**src/rtl/lp_rtc_pkg.sv**
```systemverilog
package lp_rtc_pkg;
    localparam int CNT_W  = 47;
    localparam int SUB_W  = 15;
    localparam int WORD_W = 32;

    localparam logic [7:0] OFF_CTRL  = 8'h04;
    localparam logic [7:0] OFF_STAT  = 8'h18;
    localparam logic [7:0] OFF_CNTHI = 8'h1C;
    localparam logic [7:0] OFF_CNTLO = 8'h20;
    localparam logic [7:0] OFF_ALARM = 8'h24;
    localparam logic [7:0] OFF_GLTCH = 8'h30;

    localparam int BIT_RUN  = 0;
    localparam int BIT_ALM  = 1;
    localparam int BIT_WAKE = 3;

    typedef enum logic [1:0] {
        ST_STOPPED,
        ST_STARTING,
        ST_RUNNING,
        ST_STOPPING
    } run_state_t;
endpackage

```
**src/rtl/lp_rtc_tick.sv**
```systemverilog
module lp_rtc_tick #(
    parameter int DIV = 4
) (
    input  logic clk,
    input  logic rst_n,
    output logic tick
);
    localparam int PW = (DIV > 2) ? $clog2(DIV) : 1;
    localparam logic [PW-1:0] LAST = PW'(DIV - 1);

    logic [PW-1:0] pre;

    always_ff @(posedge clk or negedge rst_n) begin
        if (!rst_n)          pre <= '0;
        else if (pre == LAST) pre <= '0;
        else                 pre <= pre + 1'b1;
    end

    assign tick = (pre == LAST);

    AST_TICK_SPACED: assert property (@(posedge clk) disable iff (!rst_n)
        tick |=> !tick);
endmodule

```
**src/rtl/lp_rtc_ensync.sv**
```systemverilog
module lp_rtc_ensync
    import lp_rtc_pkg::*;
(
    input  logic clk,
    input  logic rst_n,
    input  logic tick,
    input  logic run_req,
    output logic eff_en
);
    run_state_t state, state_nx;

    always_ff @(posedge clk or negedge rst_n) begin
        if (!rst_n) state <= ST_STOPPED;
        else        state <= state_nx;
    end

    always_comb begin
        state_nx = state;
        if (tick) begin
            unique case (state)
                ST_STOPPED:  if (run_req)  state_nx = ST_STARTING;
                ST_STARTING: state_nx = run_req ? ST_RUNNING : ST_STOPPED;
                ST_RUNNING:  if (!run_req) state_nx = ST_STOPPING;
                ST_STOPPING: state_nx = run_req ? ST_RUNNING : ST_STOPPED;
                default:     state_nx = ST_STOPPED;
            endcase
        end
    end

    always_comb begin
        unique case (state)
            ST_RUNNING, ST_STOPPING: eff_en = 1'b1;
            default:                 eff_en = 1'b0;
        endcase
    end

    AST_EN_MOVES_ON_TICK: assert property (@(posedge clk) disable iff (!rst_n)
        !$past(tick) |-> $stable(eff_en));
endmodule

```
**src/rtl/lp_rtc_counter.sv**
```systemverilog
module lp_rtc_counter
    import lp_rtc_pkg::*;
(
    input  logic              clk,
    input  logic              rst_n,
    input  logic              tick,
    input  logic              run,
    input  logic              ld_lo,
    input  logic              ld_hi,
    input  logic [WORD_W-1:0] wdata,
    output logic [CNT_W-1:0]  count
);
    localparam int HI_W = CNT_W - WORD_W;

    always_ff @(posedge clk or negedge rst_n) begin
        if (!rst_n) begin
            count <= '0;
        end else if (run) begin
            if (tick) count <= count + CNT_W'(1);
        end else begin
            if (ld_lo) count[WORD_W-1:0] <= wdata;
            if (ld_hi) count[CNT_W-1:WORD_W] <= wdata[HI_W-1:0];
        end
    end

    AST_STEP_ONE: assert property (@(posedge clk) disable iff (!rst_n)
        $past(tick && run) |-> count == $past(count) + CNT_W'(1));
    AST_HOLD_OTHERWISE: assert property (@(posedge clk) disable iff (!rst_n)
        (!$past(tick && run) && !$past(!run && (ld_lo || ld_hi))) |-> $stable(count));
endmodule

```
**src/rtl/lp_rtc.sv**
```systemverilog
module lp_rtc
    import lp_rtc_pkg::*;
#(
    parameter int CLK_DIV = 4,
    parameter int ADDR_W  = 8
) (
    input  logic              clk,
    input  logic              rst_n,
    input  logic              bus_wr,
    input  logic [ADDR_W-1:0] bus_addr,
    input  logic [31:0]       bus_wdata,
    output logic [31:0]       bus_rdata,
    output logic              irq
);
    localparam int HI_W = CNT_W - WORD_W;

    logic              tick, eff_en;
    logic              ctl_run, ctl_alm, ctl_wake;
    logic              alm_flag, sec_match, stat_clr;
    logic [WORD_W-1:0] alarm_sec, glitch_word;
    logic [CNT_W-1:0]  count;
    logic              wr_ctrl, wr_stat, wr_hi, wr_lo, wr_alarm, wr_glt;

    assign wr_ctrl  = bus_wr && (bus_addr == ADDR_W'(OFF_CTRL));
    assign wr_stat  = bus_wr && (bus_addr == ADDR_W'(OFF_STAT));
    assign wr_hi    = bus_wr && (bus_addr == ADDR_W'(OFF_CNTHI));
    assign wr_lo    = bus_wr && (bus_addr == ADDR_W'(OFF_CNTLO));
    assign wr_alarm = bus_wr && (bus_addr == ADDR_W'(OFF_ALARM));
    assign wr_glt   = bus_wr && (bus_addr == ADDR_W'(OFF_GLTCH));

    lp_rtc_tick #(.DIV(CLK_DIV)) u_tick (
        .clk(clk), .rst_n(rst_n), .tick(tick)
    );

    lp_rtc_ensync u_sync (
        .clk(clk), .rst_n(rst_n), .tick(tick), .run_req(ctl_run), .eff_en(eff_en)
    );

    lp_rtc_counter u_cnt (
        .clk(clk), .rst_n(rst_n), .tick(tick), .run(eff_en),
        .ld_lo(wr_lo), .ld_hi(wr_hi), .wdata(bus_wdata), .count(count)
    );

    always_ff @(posedge clk or negedge rst_n) begin
        if (!rst_n) begin
            ctl_run     <= 1'b0;
            ctl_alm     <= 1'b0;
            ctl_wake    <= 1'b0;
            alarm_sec   <= '0;
            glitch_word <= '0;
        end else begin
            if (wr_ctrl) begin
                ctl_run  <= bus_wdata[BIT_RUN];
                ctl_alm  <= bus_wdata[BIT_ALM];
                ctl_wake <= bus_wdata[BIT_WAKE];
            end
            if (wr_alarm && !ctl_alm) alarm_sec <= bus_wdata;
            if (wr_glt) glitch_word <= bus_wdata;
        end
    end

    assign sec_match = ctl_alm && (count[CNT_W-1:SUB_W] == alarm_sec);
    assign stat_clr  = wr_stat && bus_wdata[0];

    always_ff @(posedge clk or negedge rst_n) begin
        if (!rst_n)         alm_flag <= 1'b0;
        else if (sec_match) alm_flag <= 1'b1;
        else if (stat_clr)  alm_flag <= 1'b0;
    end

    assign irq = alm_flag && ctl_alm && ctl_wake;

    always_comb begin
        bus_rdata = '0;
        if (bus_addr == ADDR_W'(OFF_CTRL)) begin
            bus_rdata[BIT_RUN]  = eff_en;
            bus_rdata[BIT_ALM]  = ctl_alm;
            bus_rdata[BIT_WAKE] = ctl_wake;
        end else if (bus_addr == ADDR_W'(OFF_STAT)) begin
            bus_rdata[0] = alm_flag;
        end else if (bus_addr == ADDR_W'(OFF_CNTHI)) begin
            bus_rdata[HI_W-1:0] = count[CNT_W-1:WORD_W];
        end else if (bus_addr == ADDR_W'(OFF_CNTLO)) begin
            bus_rdata = count[WORD_W-1:0];
        end else if (bus_addr == ADDR_W'(OFF_ALARM)) begin
            bus_rdata = alarm_sec;
        end else if (bus_addr == ADDR_W'(OFF_GLTCH)) begin
            bus_rdata = glitch_word;
        end
    end

    AST_FLAG_STICKY: assert property (@(posedge clk) disable iff (!rst_n)
        ($past(alm_flag) && !$past(stat_clr)) |-> alm_flag);
    AST_ALARM_LOCKED: assert property (@(posedge clk) disable iff (!rst_n)
        $past(ctl_alm) |-> $stable(alarm_sec));
    AST_IRQ_NEEDS_WAKE: assert property (@(posedge clk) disable iff (!rst_n)
        !ctl_wake |-> !irq);
endmodule

```
**config.mk**
```make
export PLATFORM = sky130hd
export DESIGN_NAME = lp_rtc
export DESIGN_NICKNAME = d
export VERILOG_FILES = /design/src/rtl/lp_rtc_pkg.sv /design/src/rtl/lp_rtc_tick.sv /design/src/rtl/lp_rtc_ensync.sv /design/src/rtl/lp_rtc_counter.sv /design/src/rtl/lp_rtc.sv
export SDC_FILE = /design/constraint.sdc
export NUM_CORES = 1
export LEC_CHECK = 0
export BUFFER_PORTS_ARGS = -buffer_cell sky130_fd_sc_hd__clkbuf_2
export CAP_MARGIN = 20
export CORE_UTILIZATION = 45
export DETAILED_ROUTE_END_ITERATION = 6
export PLACE_DENSITY = 0.76
export SYNTH_ARGS = -nofsm -noshare
export SYNTH_HDL_FRONTEND = slang
export SYNTH_SLANG_ARGS = --single-unit
```
**constraint.sdc**
```tcl
create_clock -name clk -period 1.7 [get_ports clk]
set_input_delay 0 -clock clk [delete_from_list [all_inputs] [get_ports clk]]
set_output_delay 0 -clock clk [all_outputs]
set_load 0.02 [all_outputs]
```
==> results of run 1 <==
critical path, cell delays in order (launching register included):
cell and delay (ns):
dfrtp_1 0.42, ha_2 0.22, and2_4 0.20, nand4_1 0.23
buf_6 0.22, nor4_4 0.23, o21ai_1 0.09, a21oi_1 0.15
registers in the layout (all words and copies together) (netlist names), named ones only:
signal        count
alarm_sec        32
alm_flag          1
ctl_alm           1
ctl_run           1
ctl_wake          1
glitch_word      32
u_cnt.count      47
u_sync.state      1
u_tick.pre        2
layout by cell type, fill, tap and decap left out, types with 7 or more instances in the layout:
cell type and count:
nor4_4 7, clkbuf_16 17, or3_1 7, mux2i_1 7, a21oi_1 33, o22a_1 8, a222oi_1 25, nor2_1 28
xor2_1 15, buf_12 10, mux2_2 36, nand3_1 23, nand2_1 65, buf_4 130, inv_1 23, and3_1 8
o21ai_0 20, o22ai_1 13, mux2_1 34, dfrtp_1 116, nor3_1 9, clkbuf_2 67, buf_6 26, dlygate4sd3_1 36
xnor2_1 18, a21oi_2 7, nand4_1 24
cell families after synthesis:
group / Yosys count / share of synthesized area, %
simple gates: 247 / 19.87
mux: 78 / 11.98
xor+xnor: 33 / 3.981
buf+inv: 90 / 5.825
compound gates: 172 / 16.98
fa+ha+maj: 2 / 0.3447
flops: 119 / 41.02
power by group through the flow:
| stage | Sequential, W | Clock [W] | Combinational [W] |
|---|---|---|---|
| global placement | 0.00323 | 0 | 0.00108 |
| CTS | 0.00320 | 0.00380 | 0.00120 |
| floorplan | 0.00322 | 0 | 0.000534 |
| detailed placement | 0.00324 | 0 | 0.00110 |
| finish | 0.00321 | 0.00379 | 0.00133 |
| global route | 0.00323 | 0.00392 | 0.00141 |
metrics by stage:
| stage | power, W | setup TNS (ns) | area, um2 | hold WS [ns] | worst slack, ns |
|---|---|---|---|---|---|
| floorplan | 0.003750 | -0.04289 | 7289 | -0.2956 | -0.03806 |
| global placement | 0.004312 | -0.6566 | 8753 | 0.06419 | -0.1370 |
| detailed placement | 0.004338 | -0.9423 | 8753 | 0.06399 | -0.1688 |
| CTS | 0.008194 | -0.5619 | 9978 | 0.1155 | -0.06639 |
| global route | 0.008555 | -3.902 | 10450 | 0.1768 | -0.2211 |
| finish | 0.008337 | -1.992 | 10450 | 0.1316 | -0.1504 |
how the worst max path moves through the flow:
stage / endpoint / startpoint / depth (start not counted) / slack, ns
after floorplan: u_cnt.count[34] / u_cnt.count[0] / 7 / -0.04
after global placement: u_cnt.count[46] / u_cnt.count[0] / 6 / -0.14
after detailed placement: u_cnt.count[46] / u_cnt.count[0] / 6 / -0.17
after CTS: u_cnt.count[46] / u_cnt.count[8] / 6 / -0.07
after global routing: u_cnt.count[44] / u_cnt.count[8] / 7 / -0.22
final: u_cnt.count[38] / u_cnt.count[0] / 7 / -0.15
per-layer routing:
layer  vias to the layer above  track usage [%]  part of all wire (%)
met1                      3761            43.58                    37
met3                       156            6.524                   9.7
li1                       3271                -                     -
met2                       546            52.53                    47
met5                         -                0                     0
met4                         0            20.69                   6.1
repair_timing:
action                                  4_1_cts  5_1_grt
hold buffers                                 36        0
resized for setup                            44       81
endpoints found under the setup margin       31       46
buffers inserted                              9       16
pin swaps                                    17       58
endpoints found under the hold margin       202        0
gates cloned                                  0        0
layout make-up:
| cell class | count | area share (%) |
|---|---|---|
| clock buffer | 18 | 4.203 |
| clock inverter | 14 | 1.676 |
| inverter | 23 | 0.8262 |
| multi-input combinational | 532 | 41.19 |
| sequential | 119 | 28.56 |
| tap | 216 | 2.587 |
| timing repair buffer | 272 | 20.96 |
==> impl_results.md, run 1 <==
* Final worst path period need at 1.850 ns
* Total Wirelength at 27870 um
* Setup ws final at -0.1504 ns
* Die area at 16640 um2
* Nets at slightly above 1000
* Syn Area/Cell at 9.797 um2
* Share of flip-flops with an asynchronous set or reset at 100.0%
* Synth top area cells: dfrtp_1, mux2_2, mux2_1, nand2_1, a222oi_1
* First-pass GRT wire length at 41480 um
* Post-synth EDFFs at 0
* CTS Buffer Depth at 2
* Max cap viols at 0
* Max_slew headroom at between 60% and 70%
* Flops & latches, synth at around 120
* Setup violators final at 24
* Final Hold Vio Count at 0
* Critical Path End Type: flop
* Antenna diodes at 0
* Pre-antenna DRT Iters at 7
* Worst reg2reg setup slack at -0.15 ns
* Crit path kind: reg2reg
* Post-synthesis cell type count at 77
* Final cell count without fillers at between 1000 and 1500
* Post-layout util at 66.02%
* CTS tree: built
* Number of global-route vias before repair at roughly 7300
* Most common cell in the netlist: dfrtp_1
* Area delta synth->final at 43.93%
* Die X at 129.0 um
* Violated checks: design-rule violations, negative setup slack
* Cells on worst reg2reg path at 7
* CP Data Required Time at ~2 ns
* Dpl hpwl at 18440 um
* Register area at 2984 um2
* Synth Cell Area at 7259 um2
* GPL Wtd Cong at 0.9786
* CTS H-tree lvls at 4
* R2r startpoint: u_cnt.count[0]
* Inst Count DP at 1103
* Die Ht at 129.0 um
* Crit share post-route at 108.8%
* Post-Synthesis Cells at 741
* Clock Power Share at 45.4%
* Clock transition at the registers of the reported paths at 0.06 ns
* WL/cell at 23.34 um
* Comb pwr share at 16.0%
* Core Region at 15830 um2
* CTS Sinks at 119
* FF-to-FF End: u_cnt.count[38]
* CTS buffer count at 17
* P_leak at 4.996 nW
* Initial antenna violation count at 1
* Final ANT Viol Nets at 0
* Synth warnings at 0
* Worst-Skew Late Latency at 0.43 ns
* F_max at 0.5404 GHz
* Hold Path Class: in2async
* Synth top area share at 41.02%
* Layout cells sized above 1 at 39.98%
* Register area share after synthesis at 41.02%
* Sw Ratio at ~28%
* Nature of the critical path startpoint: flop
* Std-Cell Rows at 46
* Vias per cell at 6.477
* Final Max Slew Viols at 0
* Gr ovfl total at 0
* Final Skew at between 0.006 and 0.007 ns
* Power share of the sequential group at 38.6%
* Clock Tree Root: clkbuf_16
* Vias at 7734
* RSZ-0062 raised after global routing: yes
* Starting DRT DRC Count at 939
* Largest net degree at the start of global routing at 79
* Power Internal at 0.006007 W
* Arr. time, crit path at 2.21 ns
* Measured slew at the worst slew-check pin at 0.5385 ns
* Io pins at 76
* Post-route DRC at 1
* Cell area power density at ~800 nW/um2
* Worst-path fanout max at 6
* Starting density of the core at between 40% and 50%
* Ys flop type: dfrtp_1
* Max VDD drop at approximately 0.63 mV
* Outcome: finished, violations left
* Fill cell count at 1132
* I/O Buffers at 75
* Psw at 0.002330 W
* Total track usage at 33.72%
* Cell taking the most area after synthesis: dfrtp_1
* Footprint of the multi-input gates at 4304 um2
* Synthesized Nets at between 700 and 800
* Synth top cells by count: dfrtp_1, nand2_1, a21oi_1
Note: power is estimated with default switching activity, not from simulation.
==> inputs of run 2 (changes only) <==
- CORE_MARGIN: not set -> 2
- HOLD_SLACK_MARGIN: not set -> 0.03
==> impl_results.md, run 2 (synthesis gave the netlist of run 1 again) <==
* Outcome: finished, violations left
* Violated checks: design-rule violations, negative setup slack
* Most frequent cells in the layout: buf_4, dfrtp_1, clkbuf_2
* First-pass GRT wire length at 40370 um (-2.7%)
* Max_slew headroom at 60.25% (-3.9 points)
* Max VDD drop at 0.7053 mV (+12%)
* Starting DRT DRC Count at 1060 (+13%)
* Measured slew at the worst slew-check pin at 0.5908 ns (+0.05238 ns)
* Post-route DRC at 12 (+11)
* I/O Buffers at 75 (unchanged)
* Max cap viols at 0 (unchanged)
* Inst Count DP at 1093 (-0.91%)
* Max reg flops at 47 (unchanged)
* Worst-path fanout max at 3 (-3)
* Worst-Skew Late Latency at 0.44 ns (about the same)
* Core Region at 15830 um2 (unchanged)
* Hold Path Class: in2async
* WL/cell at 23.04 um (-1.3%)
* Final Max Slew Viols at 0 (unchanged)
* Die area at 17160 um2 (+3.1%)
* Total track usage at 31.85% (-1.9 points)
* Most flops, register: u_cnt.count
* CTS buffer count at 17 (unchanged)
* Dpl hpwl at 18480 um (+0.18%)
* Vias per cell at 6.451 (-0.41%)
* CTS tree: built
* Io pins at 76 (unchanged)
* Largest net degree at the start of global routing at 51 (-35%)
* Number of global-route vias before repair at 7118 (-2.9%)
* Gr ovfl total at 0 (unchanged)
* Nets at 991 (-1.9%)
* Setup violators final at 14 (-42%)
* Total Wirelength at 27080 um (-2.9%)
* Die X at 131.0 um (+1.6%)
* Crit share post-route at 111.8% (+2.9 points)
* CTS Sinks at 119 (unchanged)
* Final Hold Vio Count at 0 (unchanged)
* CTS Buffer Depth at 2 (unchanged)
* Setup ws final at -0.2003 ns (-0.04982 ns)
* Arr. time, crit path at 2.20 ns (about the same)
* Final ANT Viol Nets at 0 (unchanged)
* GPL Wtd Cong at 1.013 (+3.5%)
* Delay of the slowest critical-path stage at 0.43 ns (about the same)
* RSZ-0062 raised after global routing: yes
* Area delta synth->final at 39.73%
* F_max at 0.5262 GHz (-2.6%)
* Clock transition at the registers of the reported paths at 0.06 ns (about the same)
* Cell area power density at 809.2 nW/um2 (+1.4%)
* Crit path cell chain: and4_4 > nand4_1 > o311ai_4 > o41ai_2 > a221o_1
* Slowest-stage cell, CP: dfrtp_1
* Starting density of the core at 45.87% (unchanged)
* Critical Path End Type: flop
* Crit path kind: reg2reg
* Vias at 7580 (-2.0%)
* Nature of the critical path startpoint: flop
* Std-Cell Rows at 46 (unchanged)
* P_leak at 4.843 nW (-3.1%)
* Layout cells sized above 1 at 36.91% (-3.1 points)
* Pre-antenna DRT Iters at 7 (unchanged)
* PnR Total Power at 0.008208 W (-1.5%)
* Die Ht at 131.0 um (+1.6%)
* Final Skew at 0.008712 ns (+0.001760 ns)
* Antenna diodes at 0 (unchanged)
* Initial antenna violation count at 0 (-1)
* Largest registers: u_cnt.count (47), alarm_sec (32), glitch_word (32)
* Final cell count without fillers at 1175 (-1.6%)
* Final worst path period need at 1.900 ns (+0.04981 ns)
* Clock Tree Root: clkbuf_16
* Leading cell type in the layout, fill and taps excluded: buf_4
* CTS H-tree lvls at 4 (unchanged)
* CP Data Required Time at 2.00 ns (-0.06 ns)
run 2: changes by cell type in the layout (fill, tap and decap cells not counted), moves of 3 or more:
cell      delta
a21oi_1      +4
a21oi_2      -4
buf_4       -14
buf_6       -11
clkbuf_8     +3
nor4_2       +4
nor4_4       -3
o22ai_1      +5
o22ai_2      -5
run 2: critical path, delay by kind of cell, from the launching register on:
| family | cells | cell delay (ns) |
|---|---|---|
| simple gates | 2 | 0.55 |
| compound gates | 3 | 0.79 |
| flops | 1 | 0.43 |
run 2: metrics by stage:
step / TNS, ns / hold slack [ns] / worst slack [ns] / util (%) / area (um2)
floorplan: -0.04289 / -0.2956 / -0.03806 / - / 7289
global placement: -0.2731 / -0.06913 / -0.05775 / 54.99 / 8703
detailed placement: -0.6420 / -0.07188 / -0.07023 / 54.99 / 8703
CTS: -0.06813 / 0.03633 / -0.04025 / 62.08 / 9826
global route: -1.521 / 0.07710 / -0.1680 / 64.09 / 10140
finish: -0.6491 / 0.03155 / -0.2003 / 64.09 / 10140
run 2: final timing paths:
check / slack (ns) / start / endpoint / cells after the start
worst max-delay path: -0.20 / u_cnt.count[34] / u_cnt.count[35] / 5
worst min-delay path: 0.03 / rst_n / asynchronous set/reset pin / 2
worst max register to register: -0.20 / u_cnt.count[34] / u_cnt.count[35] / 5
worst min register to register: 0.47 / u_tick.pre[0] / u_tick.pre[0] / 1
max in group asynchronous: 1.07 / rst_n / alarm_sec[21] / 3
min in group clk: 0.14 / bus_addr[5] / ctl_wake / 4
run 2: cell type report:
type	count	area, um2
Fill cell	1187	5684
Tap cell	216	270.3
Multi-Input combinational cell	533	4169
Clock buffer	19	452.9
Timing Repair Buffer	252	2033
Clock inverter	13	146.4
Inverter	23	86.33
Sequential cell	119	2985
run 2: metal layers:
metal	part of all wire, %	track usage [%]	routed length, um
met1	37	41.31	9976
met2	46	49.10	12370
met3	11	7.777	3072
met5	0	0	0
met4	6.1	17.46	1657
run 2: where the power goes:
part           internal, W  switching (W)  leakage (nW)
sequential         0.00303       0.000175          1.56
clock              0.00224        0.00145         0.278
combinational     0.000610       0.000696          3.01
run 2: repair_timing:
item | 4_1_cts | 5_1_grt
gates resized for setup | 31 | 61
endpoints found under the hold margin | 209 | 0
buffers inserted | 5 | 10
hold buffers | 36 | 0
endpoints found under the setup margin | 24 | 48
pin swaps | 14 | 40
cloned | 1 | 0
